$ cat src/rtl/pulse_delay_bank.sv
module pulse_delay_bank #(
  parameter int NCH    = 16,
  parameter int STEP_W = 4,
  parameter int BASE   = 10,
  parameter int STEP   = 1,
  parameter int WIDTH  = 20,
  parameter int SYNC   = 2
) (
  input  logic           clk,
  input  logic           clr_n,
  input  logic           sel_n,
  input  logic           sclk,
  input  logic           sdin,
  output logic           sdout,
  input  logic [NCH-1:0] trig_in,
  output logic [NCH-1:0] pulse_out
);
  localparam int NBITS = NCH * STEP_W;
  localparam int MAXN  = (1 << STEP_W) - 1;
  localparam int SPAN  = BASE + STEP * MAXN + WIDTH;
  localparam int CW    = $clog2(SPAN + 1);

  logic [SYNC-1:0]  sel_sr, sclk_sr, sdin_sr;
  logic             sel_s, sclk_s, sdin_s, sel_d, sclk_d;
  logic             shift_ev, commit_ev;
  logic [NBITS-1:0] chain, dly_q;

  assign sel_s  = sel_sr[SYNC-1];
  assign sclk_s = sclk_sr[SYNC-1];
  assign sdin_s = sdin_sr[SYNC-1];

  always_ff @(posedge clk or negedge clr_n) begin
    if (!clr_n) begin
      sel_sr  <= '1;
      sclk_sr <= '0;
      sdin_sr <= '0;
      sel_d   <= 1'b1;
      sclk_d  <= 1'b0;
    end else begin
      sel_sr  <= {sel_sr[SYNC-2:0], sel_n};
      sclk_sr <= {sclk_sr[SYNC-2:0], sclk};
      sdin_sr <= {sdin_sr[SYNC-2:0], sdin};
      sel_d   <= sel_s;
      sclk_d  <= sclk_s;
    end
  end

  assign shift_ev  = sclk_s & ~sclk_d & ~sel_s;
  assign commit_ev = sel_s & ~sel_d;

  always_ff @(posedge clk or negedge clr_n) begin
    if (!clr_n) begin
      chain <= '0;
      dly_q <= '0;
    end else begin
      if (shift_ev)  chain <= {chain[NBITS-2:0], sdin_s};
      if (commit_ev) dly_q <= chain;
    end
  end

  assign sdout = chain[NBITS-1];

  for (genvar c = 0; c < NCH; c++) begin : g_ch
    logic [SYNC-1:0] tsr;
    logic            tprev, busy, start;
    logic [CW-1:0]   cnt, tgt, dly_c;

    assign dly_c = CW'(BASE) + CW'(STEP) * CW'(dly_q[c*STEP_W +: STEP_W]);
    assign start = tsr[SYNC-1] & ~tprev & ~busy;

    always_ff @(posedge clk or negedge clr_n) begin
      if (!clr_n) begin
        tsr   <= '0;
        tprev <= 1'b0;
        busy  <= 1'b0;
        cnt   <= '0;
        tgt   <= '0;
      end else begin
        tsr   <= {tsr[SYNC-2:0], trig_in[c]};
        tprev <= tsr[SYNC-1];
        if (busy) begin
          cnt <= cnt + CW'(1);
          if (cnt == tgt + CW'(WIDTH - 1)) busy <= 1'b0;
        end else if (start) begin
          busy <= 1'b1;
          cnt  <= '0;
          tgt  <= dly_c;
        end
      end
    end

    assign pulse_out[c] = busy & (cnt >= tgt);
  end
endmodule

$ cat config.mk
export PLATFORM = sky130hd
export DESIGN_NAME = pulse_delay_bank
export DESIGN_NICKNAME = d
export VERILOG_FILES = /design/src/rtl/pulse_delay_bank.sv
export SDC_FILE = /design/constraint.sdc
export NUM_CORES = 1
export LEC_CHECK = 0
export ABC_CLOCK_PERIOD_IN_PS = 2760
export BUFFER_PORTS_ARGS = -buffer_cell sky130_fd_sc_hd__buf_2
export CORE_ASPECT_RATIO = 0.8
export CORE_UTILIZATION = 60
export CTS_BUF_LIST = sky130_fd_sc_hd__clkbuf_8 sky130_fd_sc_hd__clkbuf_16
export CTS_CLUSTER_DIAMETER = 60
export CTS_CLUSTER_SIZE = 20
export DETAILED_ROUTE_END_ITERATION = 8
export PLACE_DENSITY = 0.77
export REMOVE_ABC_BUFFERS = 1
export SLEW_MARGIN = 20
export SYNTH_ARGS = -nofsm -noshare
export SYNTH_HDL_FRONTEND = slang
export SYNTH_SLANG_ARGS = --single-unit
$ cat constraint.sdc
create_clock -name clk -period 2.76 [get_ports clk]
set_clock_uncertainty 0.05 [all_clocks]
set_input_delay 0.552 -clock clk [delete_from_list [all_inputs] [get_ports clk]]
set_output_delay 0.552 -clock clk [all_outputs]
set_load 0.01 [all_outputs]
==> run summary, run 1 <==
Status: finished clean
Worst-Skew Late Latency: 0.56 ns
R2R Setup Slk: 0.87 ns
Final slew viol count: 0
Hold path endpoint: sel_sr[0]
Setup repair after global routing missed its margin: yes
Relative slew slack: 67.0%
Synth area leaders: dfrtp_1 (51%), ha_1 (8.8%), mux2_1 (7.8%)
Compound-cell area share of the yosys netlist: 11.7%
Critical Path Fanout Max: 4
Vias post-DR: 11,800
Layout Nets: 1,780
Synth area leader: dfrtp_1
Largest net degree at the start of global routing: 80
Fmax: 381 MHz
Syn. warnings: 0
Reg2reg path depth: 6
FF-to-FF Start: g_ch[15].tgt[1]
Final Hold Fails: 0
Mapped Area: 18,200 um^2
Diode count: 0
Final Cycle Share: 95.1%
CTS sink cnt: 376
Initial Util: 61.7%
Chip height: 158 um
Setup violators final: 0
Netlist cell types: 36
Cell depth of the worst min-delay path: 1
WL/cell: 15.6 um
CTS root buffer: clkbuf_16
Startpoint Class: flop
Static leakage: 0.00961 uW
First-pass GRT wire length: 55,300 um
Register area share after synthesis: 51.6%
Number of global-route vias before repair: 11,500
Share of cells above drive strength 1: 11.2%
Arrival @ worst endpoint: 2.02 ns
Tightest hold margin: 0.0307 ns
PortBufs: 37
Synth async-reset ratio: 100%
Area Growth Syn to Fin: 9.67%
Synth Area in Adders: 8.78%
Total negative slack: 0 ns
Largest family of logic cells by synthesized area: compound AO/OA/AOI/OAI gates
Worst setup margin: 0.136 ns
Mux contribution to synthesized area: 10.6%
Post-Layout Cell Count: 2,054
Die ar.: 31,100 um^2
Post-synth top cells: dfrtp_1 (373), ha_1 (128), mux2_1 (127), inv_1 (108), a21oi_1 (98)
Worst slack, placed: 0.650 ns
PD cells: 1010 nW/um^2
I/O pins: 38
Worst-margin pin slew: 0.493 ns
Final HPWL DP: 21,800 um
Reg2reg end: g_ch[15].busy
Total CTS buffers: 27
Row Count: 56
Chip Width: 197 um
Post-route core utilization: 67.7%
Worst hold start: sel_n
Placed insts: 1,992
Total track usage: 21.3%
Grt total ovfl: 0
Period minus WS final: 2.62 ns
Initial antenna violation count: 0
H-tree Lvls: 1
Routed Antenna Nets: 0
Worst setup EP type: primary output
Ys flop type: dfrtp_1
Most common cell in the netlist: dfrtp_1
EDFF count, synth: 0
Area of the core: 29,600 um^2
Clk slew on worst S/H paths: 0.08 ns
Iter 0 DRT Violations: 597
Routed wire length: 32,000 um
Max Cap Viol: 0
Req. time, crit path: 2.16 ns
Post-Synth XOR/XNOR Area: 5.43%
Largest voltage drop on the vdd net: 0.000579 V
Clock Path Buffers: 3
Synth Area in Simple Gates: 8.21%
Initial DRT Pass Iterations: 5
Class of the worst hold path: in -> reg
Syn Inst Count: 1,587
Yosys reg bits: 376
Drt drc: 0
Routability cong.: 0.872
Routed vias/inst: 5.74
CTS tree: done
Yosys top cell area share: 51.2%
Mean post-synth cell area: 11.5 um^2
Setup CP Type: reg -> out
-- registers in the layout, indices dropped and copies added (netlist names) --
register	flops
sclk_d	1
sel_sr	2
sclk_sr	2
g_ch.busy	16
g_ch.tprev	16
dly_q	64
g_ch.tgt	80
sel_d	1
g_ch.cnt	96
g_ch.tsr	32
sdin_sr	2
chain	64
-- kinds of logic after synthesis --
kind of cell,after synthesis
DFF,376
adders and majority gates,128
xor gates and xnor gates,113
and+or+nand+nor,281
muxes,172
AOI/OAI and AO/OA,348
buffers and inverters,169
-- layout by cell type (no fill, tap or decap), types with 19 or more instances in the layout --
cell type / count
dfrtp_1: 373
mux2_1: 127
ha_1: 126
inv_1: 112
a21oi_1: 88
nand2_1: 85
o21ai_0: 80
xnor2_1: 67
xor2_1: 46
mux2_2: 45
nand3_1: 40
nand4_1: 37
buf_2: 35
o31ai_1: 32
o211ai_1: 32
o21ai_1: 31
clkbuf_16: 27
nor3_1: 21
buf_4: 19
-- final cells by class --
type,instances,area (um^2)
fillers,2206,9560
flip-flops and latches,376,9410
multi-input cells,1042,8250
clock buffers,27,676
repair buffers,65,523
well taps,406,508
inverters,119,447
clock inverters,19,184
-- critical path: stages, from the launching register on --
cell      delay [ns]
dfrtp_1         0.40
inv_1           0.06
ha_1            0.30
nand2b_1        0.15
a21oi_1         0.13
nor2b_1         0.06
o21ai_0         0.15
a21oi_1         0.08
buf_2           0.14
-- how the worst max path moves through the flow --
| stage | startpoint | to | slack (ns) |
|---|---|---|---|
| 4_1_cts | g_ch[2].cnt[0] | pulse_out[2] | 0.02 |
| 3_3_place_gp | g_ch[10].cnt[0] | pulse_out[10] | 0.71 |
| 6_report | g_ch[3].cnt[0] | pulse_out[3] | 0.14 |
| 3_5_place_dp | g_ch[2].cnt[0] | pulse_out[2] | 0.65 |
| 5_1_grt | g_ch[2].cnt[0] | pulse_out[2] | -0.005 |
| 2_1_floorplan | sel_sr[1] | chain[47] | -3.30 |
-- metal layers --
metal	routed length [um]	global-route usage, %	vias to the layer above
li1	-	-	5777
met1	15900	30.9	5839
met2	14700	34.5	125
met3	894	2.81	43
met4	513	4.13	0
met5	0	0	-
-- report_power, final --
group	total, uW	switching [uW]	internal [uW]
registers	8680	1880	6810
logic	7520	3680	3840
clock network	3960	2010	1950
total	20200	7560	12600
-- through the flow --
stage	power (uW)	instance area, um^2
6_report	20200	20000
4_1_cts	20000	19800
3_3_place_gp	15400	18900
5_1_grt	21800	20000
3_5_place_dp	15900	18900
2_1_floorplan	13800	18000
-- timing repair --
item,4_1_cts,5_1_grt
hold buffers,1,0
resized for setup,0,26
endpoints found under the setup margin,0,14
hold endpoints to repair,57,0
buffers inserted,0,15
Power figures use the tool's default switching activity.
==> inputs of run 2 (changes only) <==
--- a/config.mk
+++ b/config.mk
@@ -14,7 +14,6 @@
 export CTS_CLUSTER_SIZE = 20
 export DETAILED_ROUTE_END_ITERATION = 8
 export PLACE_DENSITY = 0.77
-export REMOVE_ABC_BUFFERS = 1
 export SLEW_MARGIN = 20
 export SYNTH_ARGS = -nofsm -noshare
 export SYNTH_HDL_FRONTEND = slang
==> run 2 against run 1 <==
Non-clock buffer count unchanged. Die area unchanged. Register-to-register slack improved by 0.06 ns. Count of clock-buffer cells in the layout unchanged. Critical path depth did not move. Sequential share of layout area rose by 0.12 points. Via count up 0.25%. Largest power group unchanged. Highest routed layer unchanged.
==> run summary, run 2 (synthesis gave the netlist of run 1 again) <==
Status: finished clean
CTS sink cnt: 376 (unchanged)
Critical Path Fanout Max: 4 (unchanged)
Max Cap Viol: 0 (unchanged)
Grt total ovfl: 0 (unchanged)
Routed vias/inst: 5.75 (+0.29%)
Clock Path Buffers: 3 (unchanged)
Die ar.: 31,100 um^2 (unchanged)
Post-route core utilization: 67.5% (-0.17 points)
Worst-path cell chain: inv_1 > ha_1 > nand2b_1 > a21oi_1 > nor2b_1 > o21ai_0 > a21oi_1 > buf_2
Req. time, crit path: 2.16 ns (about the same)
Combinational fraction of design power: 36.5% (-0.8 points)
Largest net degree at the start of global routing: 75 (-6.3%)
Routability cong.: 0.882 (+1.1%)
Most frequent CP cell: a21oi_1
Initial DRT Pass Iterations: 5 (unchanged)
Final Hold Fails: 0 (unchanged)
P_sw: 7520 uW (-0.59%)
CP delay by family, top: flip-flops
Design area: 20,000 um^2 (-0.25%)
Chip height: 158 um (unchanged)
Area of the core: 29,600 um^2 (unchanged)
CTS root buffer: clkbuf_16
Initial antenna violation count: 0 (unchanged)
Total track usage: 21.6% (+0.32 points)
Max stage delay on crit path: 0.41 ns (about the same)
Max reg flops: 96 (unchanged)
Final Cycle Share: 96.2% (+1.2 points)
Fmax: 376 MHz (-1.2%)
Routed wire length: 32,100 um (+0.24%)
PD cells: 1010 nW/um^2 (+0.40%)
Clk slew on worst S/H paths: 0.08 ns (about the same)
Sequential power share: 42.9% (-0.2 points)
Area Growth Syn to Fin: 9.40%
Worst-Skew Late Latency: 0.55 ns (about the same)
Commonest non-fill, non-tap cell in the layout: dfrtp_1
Startpoint Class: flop
Post-synthesis net count: 1,736
Worst setup EP type: primary output
Register with the highest flop count: g_ch.cnt
I/O pins: 38 (unchanged)
Initial Util: 61.7% (unchanged)
H-tree Lvls: 1 (unchanged)
Largest voltage drop on the vdd net: 0.000660 V (+14%)
Routed Antenna Nets: 0 (unchanged)
Chip Width: 197 um (unchanged)
Largest registers: g_ch.cnt: 96 flops, g_ch.tgt: 80 flops
Diode count: 0 (unchanged)
Setup CP Type: reg -> out
Arrival @ worst endpoint: 2.05 ns (+0.03 ns)
Buffers and inverters on the worst path: 2 (unchanged)
Final slew viol count: 0 (unchanged)
WL/cell: 15.6 um (+0.29%)
Iter 0 DRT Violations: 547 (-8.4%)
Clock power share: 20.6% (+1.0 points)
Final HPWL DP: 21,600 um (-1.1%)
Layout Nets: 1,780 (unchanged)
PortBufs: 37 (unchanged)
Class of the worst hold path: in -> reg
CP max stage cell: dfrtp_1
Number of global-route vias before repair: 11,700 (+1.4%)
Vias post-DR: 11,800 (+0.25%)
Share of cells above drive strength 1: 10.6% (-0.66 points)
Switching Share: 37.2% (-0.28 points)
DP Area: 18,900 um^2 (about the same)
Static leakage: 0.00959 uW (-0.15%)
Most frequent cells in the layout: dfrtp_1 (373), ha_1 (128), mux2_1 (127)
CTS tree: done
First-pass GRT wire length: 56,300 um (+1.7%)
Total CTS buffers: 27 (unchanged)
Setup violators final: 0 (unchanged)
Worst-margin pin slew: 0.624 ns (+0.131 ns)
Cell internal pwr: 12,700 uW (+0.60%)
Period minus WS final: 2.66 ns (+0.0317 ns)
Relative slew slack: 58.4% (-8.6 points)
Drt drc: 0 (unchanged)
Row Count: 56 (unchanged)
run 2: path summary, 6_finish.rpt:
path,slack (ns),cells past startpoint,end,from
max reg2reg,0.93,6,g_ch[7].busy,g_ch[7].tgt[0]
min reg2reg,0.30,0,g_ch[15].tsr[1],g_ch[15].tsr[0]
min in group asynchronous,0.53,2,g_ch[5].cnt[5],clr_n
max,0.10,8,pulse_out[3],g_ch[3].cnt[0]
max in group asynchronous,1.34,3,sel_sr[1],clr_n
min,0.04,1,g_ch[0].tsr[0],trig_in[0]
run 2: cell type report:
cell class,count,area (um^2)
fillers,2250,9610
well taps,406,508
clock inverters,18,223
flip-flops and latches,376,9410
repair buffers,65,508
multi-input cells,1042,8180
clock buffers,27,676
inverters,119,447
run 2: power groups by stage:
stage                     combinational [uW]  clock (uW)  sequential, uW
after floorplan                         5790           0            8100
after global placement                  6760           0            8660
after detailed placement                7110           0            8750
after CTS                               7190        4260            8660
after global routing                    8490        4470            8920
final                                   7360        4160            8670
run 2: through the flow:
stage	instances	worst slack (ns)	power, uW	hold WS [ns]	setup TNS, ns
CTS	2039	0.0334	20100	0.0223	0
floorplan	1587	0.906	13900	0.206	0
global route	2053	-0.0272	21900	0.0212	-0.0298
detailed placement	1993	0.656	15900	0.285	0
global placement	1993	0.686	15400	0.282	0
finish	2053	0.104	20200	0.0441	0
run 2: per-layer routing:
metal  routed length [um]  vias up  share of wire [%]  global-route usage, %
met1                16200     5837                 50                   31.9
li1                     -     5787                  -                      -
met5                    0        -                  0                      0
met4                  524        0                1.6                   4.50
met3                  802       41                2.5                   2.28
met2                14600      148                 45                   34.8
run 2: worst register-to-register path, cell delays in order (launching register included):
cell      delay, ns
dfrtp_1        0.43
inv_1          0.08
ha_1           0.25
or3_1          0.38
a221oi_1       0.27
a41o_1         0.14
a31oi_1        0.08
run 2: timing repair:
item,CTS,global route
hold endpoints to repair,63,0
hold buffers,1,0
setup buffers,0,14
resized for setup,0,14
endpoints found under the setup margin,0,16
==> inputs of run 3 (changes only) <==
--- a/config.mk
+++ b/config.mk
@@ -13,6 +13,7 @@
 export CTS_CLUSTER_DIAMETER = 60
 export CTS_CLUSTER_SIZE = 20
 export DETAILED_ROUTE_END_ITERATION = 8
+export HOLD_SLACK_MARGIN = 0.1
 export PLACE_DENSITY = 0.77
 export SLEW_MARGIN = 20
 export SYNTH_ARGS = -nofsm -noshare
==> run 3 against run 2 <==
Count of clock-buffer cells in the layout stayed put. Combinational power is essentially flat. Hold slack improved by 0.25 ns. Highest routed layer unchanged. Core utilization up 0.64 points. Non-clock buffer count increased by 19. Largest power group unchanged.
==> run summary, run 3 (synthesis gave the netlist of run 1 again) <==
Final HPWL DP: 21,600 um (unchanged)
Design area: 20,100 um^2 (+0.95%)
Arrival @ worst endpoint: 2.05 ns (about the same)
H-tree Lvls: 1 (unchanged)
Cell internal pwr: 12,700 uW (+0.14%)
Grt total ovfl: 0 (unchanged)
Commonest non-fill, non-tap cell in the layout: dfrtp_1
Worst-path cell chain: inv_1 > ha_1 > nand2b_1 > a21oi_1 > nor2b_1 > o21ai_0 > a21oi_1 > buf_2
Max stage delay on crit path: 0.41 ns (about the same)
Worst-Skew Late Latency: 0.55 ns (about the same)
Worst Setup SP: g_ch[3].cnt[0]
Drt drc: 0 (unchanged)
Post-synthesis net count: 1,736 (unchanged)
Worst slack, placed: 0.656 ns (unchanged)
Static leakage: 0.00967 uW (+0.83%)
FF-to-FF Start: g_ch[15].tgt[0]
CTS root buffer: clkbuf_16
Max Cap Viol: 0 (unchanged)
DP Area: 18,900 um^2 (unchanged)
Setup CP Type: reg -> out
Combinational fraction of design power: 36.5% (about the same)
Most frequent CP cell: a21oi_1
Worst setup margin: 0.103 ns (-0.000388 ns)
Register with the highest flop count: g_ch.cnt
Worst-margin pin slew: 0.621 ns (-0.00262 ns)
Layout Nets: 1,799 (+1.1%)
Critical Path Fanout Max: 4 (unchanged)
Largest voltage drop on the vdd net: 0.000660 V (about the same)
Sequential power share: 42.9% (about the same)
Clock Path Buffers: 3 (unchanged)
Startpoint Class: flop
CTS tree: done
Worst setup EP type: primary output
Routed Antenna Nets: 0 (unchanged)
Iter 0 DRT Violations: 545 (-0.37%)
Setup violators final: 0 (unchanged)
Total track usage: 21.6% (+0.043 points)
Post-route core utilization: 68.1% (+0.64 points)
Class of the worst hold path: reg -> reg
Period minus WS final: 2.66 ns (+0.000388 ns)
Diode count: 0 (unchanged)
P_sw: 7520 uW (+0.11%)
Initial antenna violation count: 0 (unchanged)
Area of the core: 29,600 um^2 (unchanged)
Largest net degree at the start of global routing: 75 (unchanged)
Chip Width: 197 um (unchanged)
Clock power share: 20.6% (about the same)
Final Cycle Share: 96.3% (about the same)
Most frequent cells in the layout: dfrtp_1 (373), ha_1 (128), mux2_1 (127)
WL/cell: 15.5 um (-0.65%)
Number of global-route vias before repair: 11,700 (+0.31%)
PD cells: 1000 nW/um^2 (-0.81%)
Routability cong.: 0.882 (unchanged)
Clk slew on worst S/H paths: 0.08 ns (about the same)
Final Hold Fails: 0 (unchanged)
CTS sink cnt: 376 (unchanged)
Routed wire length: 32,200 um (+0.27%)
Status: finished clean
Routed vias/inst: 5.74 (-0.23%)
I/O pins: 38 (unchanged)
Tightest hold margin: 0.299 ns (+0.255 ns)
Area Growth Syn to Fin: 10.4%
Worst hold start: g_ch[15].tsr[0]
Final slew viol count: 0 (unchanged)
Total CTS buffers: 27 (unchanged)
Chip height: 158 um (unchanged)
Req. time, crit path: 2.16 ns (about the same)
CP max stage cell: dfrtp_1
PortBufs: 37 (unchanged)
Fmax: 376 MHz (about the same)
Max reg flops: 96 (unchanged)
Total negative slack: 0 ns (unchanged)
Share of cells above drive strength 1: 10.4% (-0.12 points)
Initial DRT Pass Iterations: 4 (-1)
Relative slew slack: 58.6% (+0.17 points)
Row Count: 56 (unchanged)
First-pass GRT wire length: 56,400 um (+0.22%)
Die ar.: 31,100 um^2 (unchanged)
Largest registers: g_ch.cnt: 96 flops, g_ch.tgt: 80 flops
Vias post-DR: 11,900 (+0.69%)
Switching Share: 37.2% (about the same)
Initial Util: 61.7% (unchanged)
## run 3: cell types whose count changed in the layout (fill, tap and decap cells not counted)
cell	delta
dlygate4sd3_1	+19
## run 3: path summary, 6_finish.rpt
kind	slack, ns	depth (start not counted)	to
max	0.10	8	pulse_out[3]
min	0.30	0	g_ch[15].tsr[1]
max reg2reg	0.93	6	g_ch[15].busy
min reg2reg	0.30	0	g_ch[15].tsr[1]
max in group asynchronous	1.34	3	sel_d
min in group asynchronous	0.53	2	g_ch[5].cnt[5]
## run 3: repair_timing
| action | 4_1_cts | 5_1_grt |
|---|---|---|
| hold buffers | 20 | 0 |
| setup endpoints to repair | 0 | 16 |
| setup buffers | 0 | 14 |
| endpoints found under the hold margin | 82 | 0 |
| gates resized for setup | 0 | 14 |
## run 3: layer usage
metal,vias to the layer above,global-route usage (%),share of wire [%]
li1,5830,-,-
met1,5884,32.0,51
met2,140,34.8,45
met3,41,2.28,2.4
met4,0,4.50,1.6
met5,-,0,0
## run 3: critical path, delay by kind of cell, from the launching register on
kind	cells	cell delay, ns
AO/OA/AOI/OAI	3	0.37
adder cells (fa/ha/maj)	1	0.30
flip-flops	1	0.41
AND/OR/NAND/NOR	2	0.20
buffers and inverters	2	0.21
## run 3: final cells by class
type / count / area, um^2
Fill cell: 2238 / 9420
Sequential cell: 376 / 9410
Multi-Input combinational cell: 1042 / 8180
Timing Repair Buffer: 84 / 698
Clock buffer: 27 / 676
Tap cell: 406 / 508
Inverter: 119 / 447
Clock inverter: 18 / 223
## run 3: power groups by stage
stage | Sequential [uW] | Clock (uW) | Combinational [uW]
after global placement | 8660 | 0 | 6760
after detailed placement | 8750 | 0 | 7110
after CTS | 8660 | 4260 | 7210
after global routing | 8920 | 4470 | 8510
final | 8670 | 4160 | 7390
after floorplan | 8100 | 0 | 5790
## run 3: stage by stage
stage,cells,power [uW]
2_1_floorplan,1587,13900
3_3_place_gp,1993,15400
3_5_place_dp,1993,15900
4_1_cts,2058,20100
5_1_grt,2072,21900
6_report,2072,20200
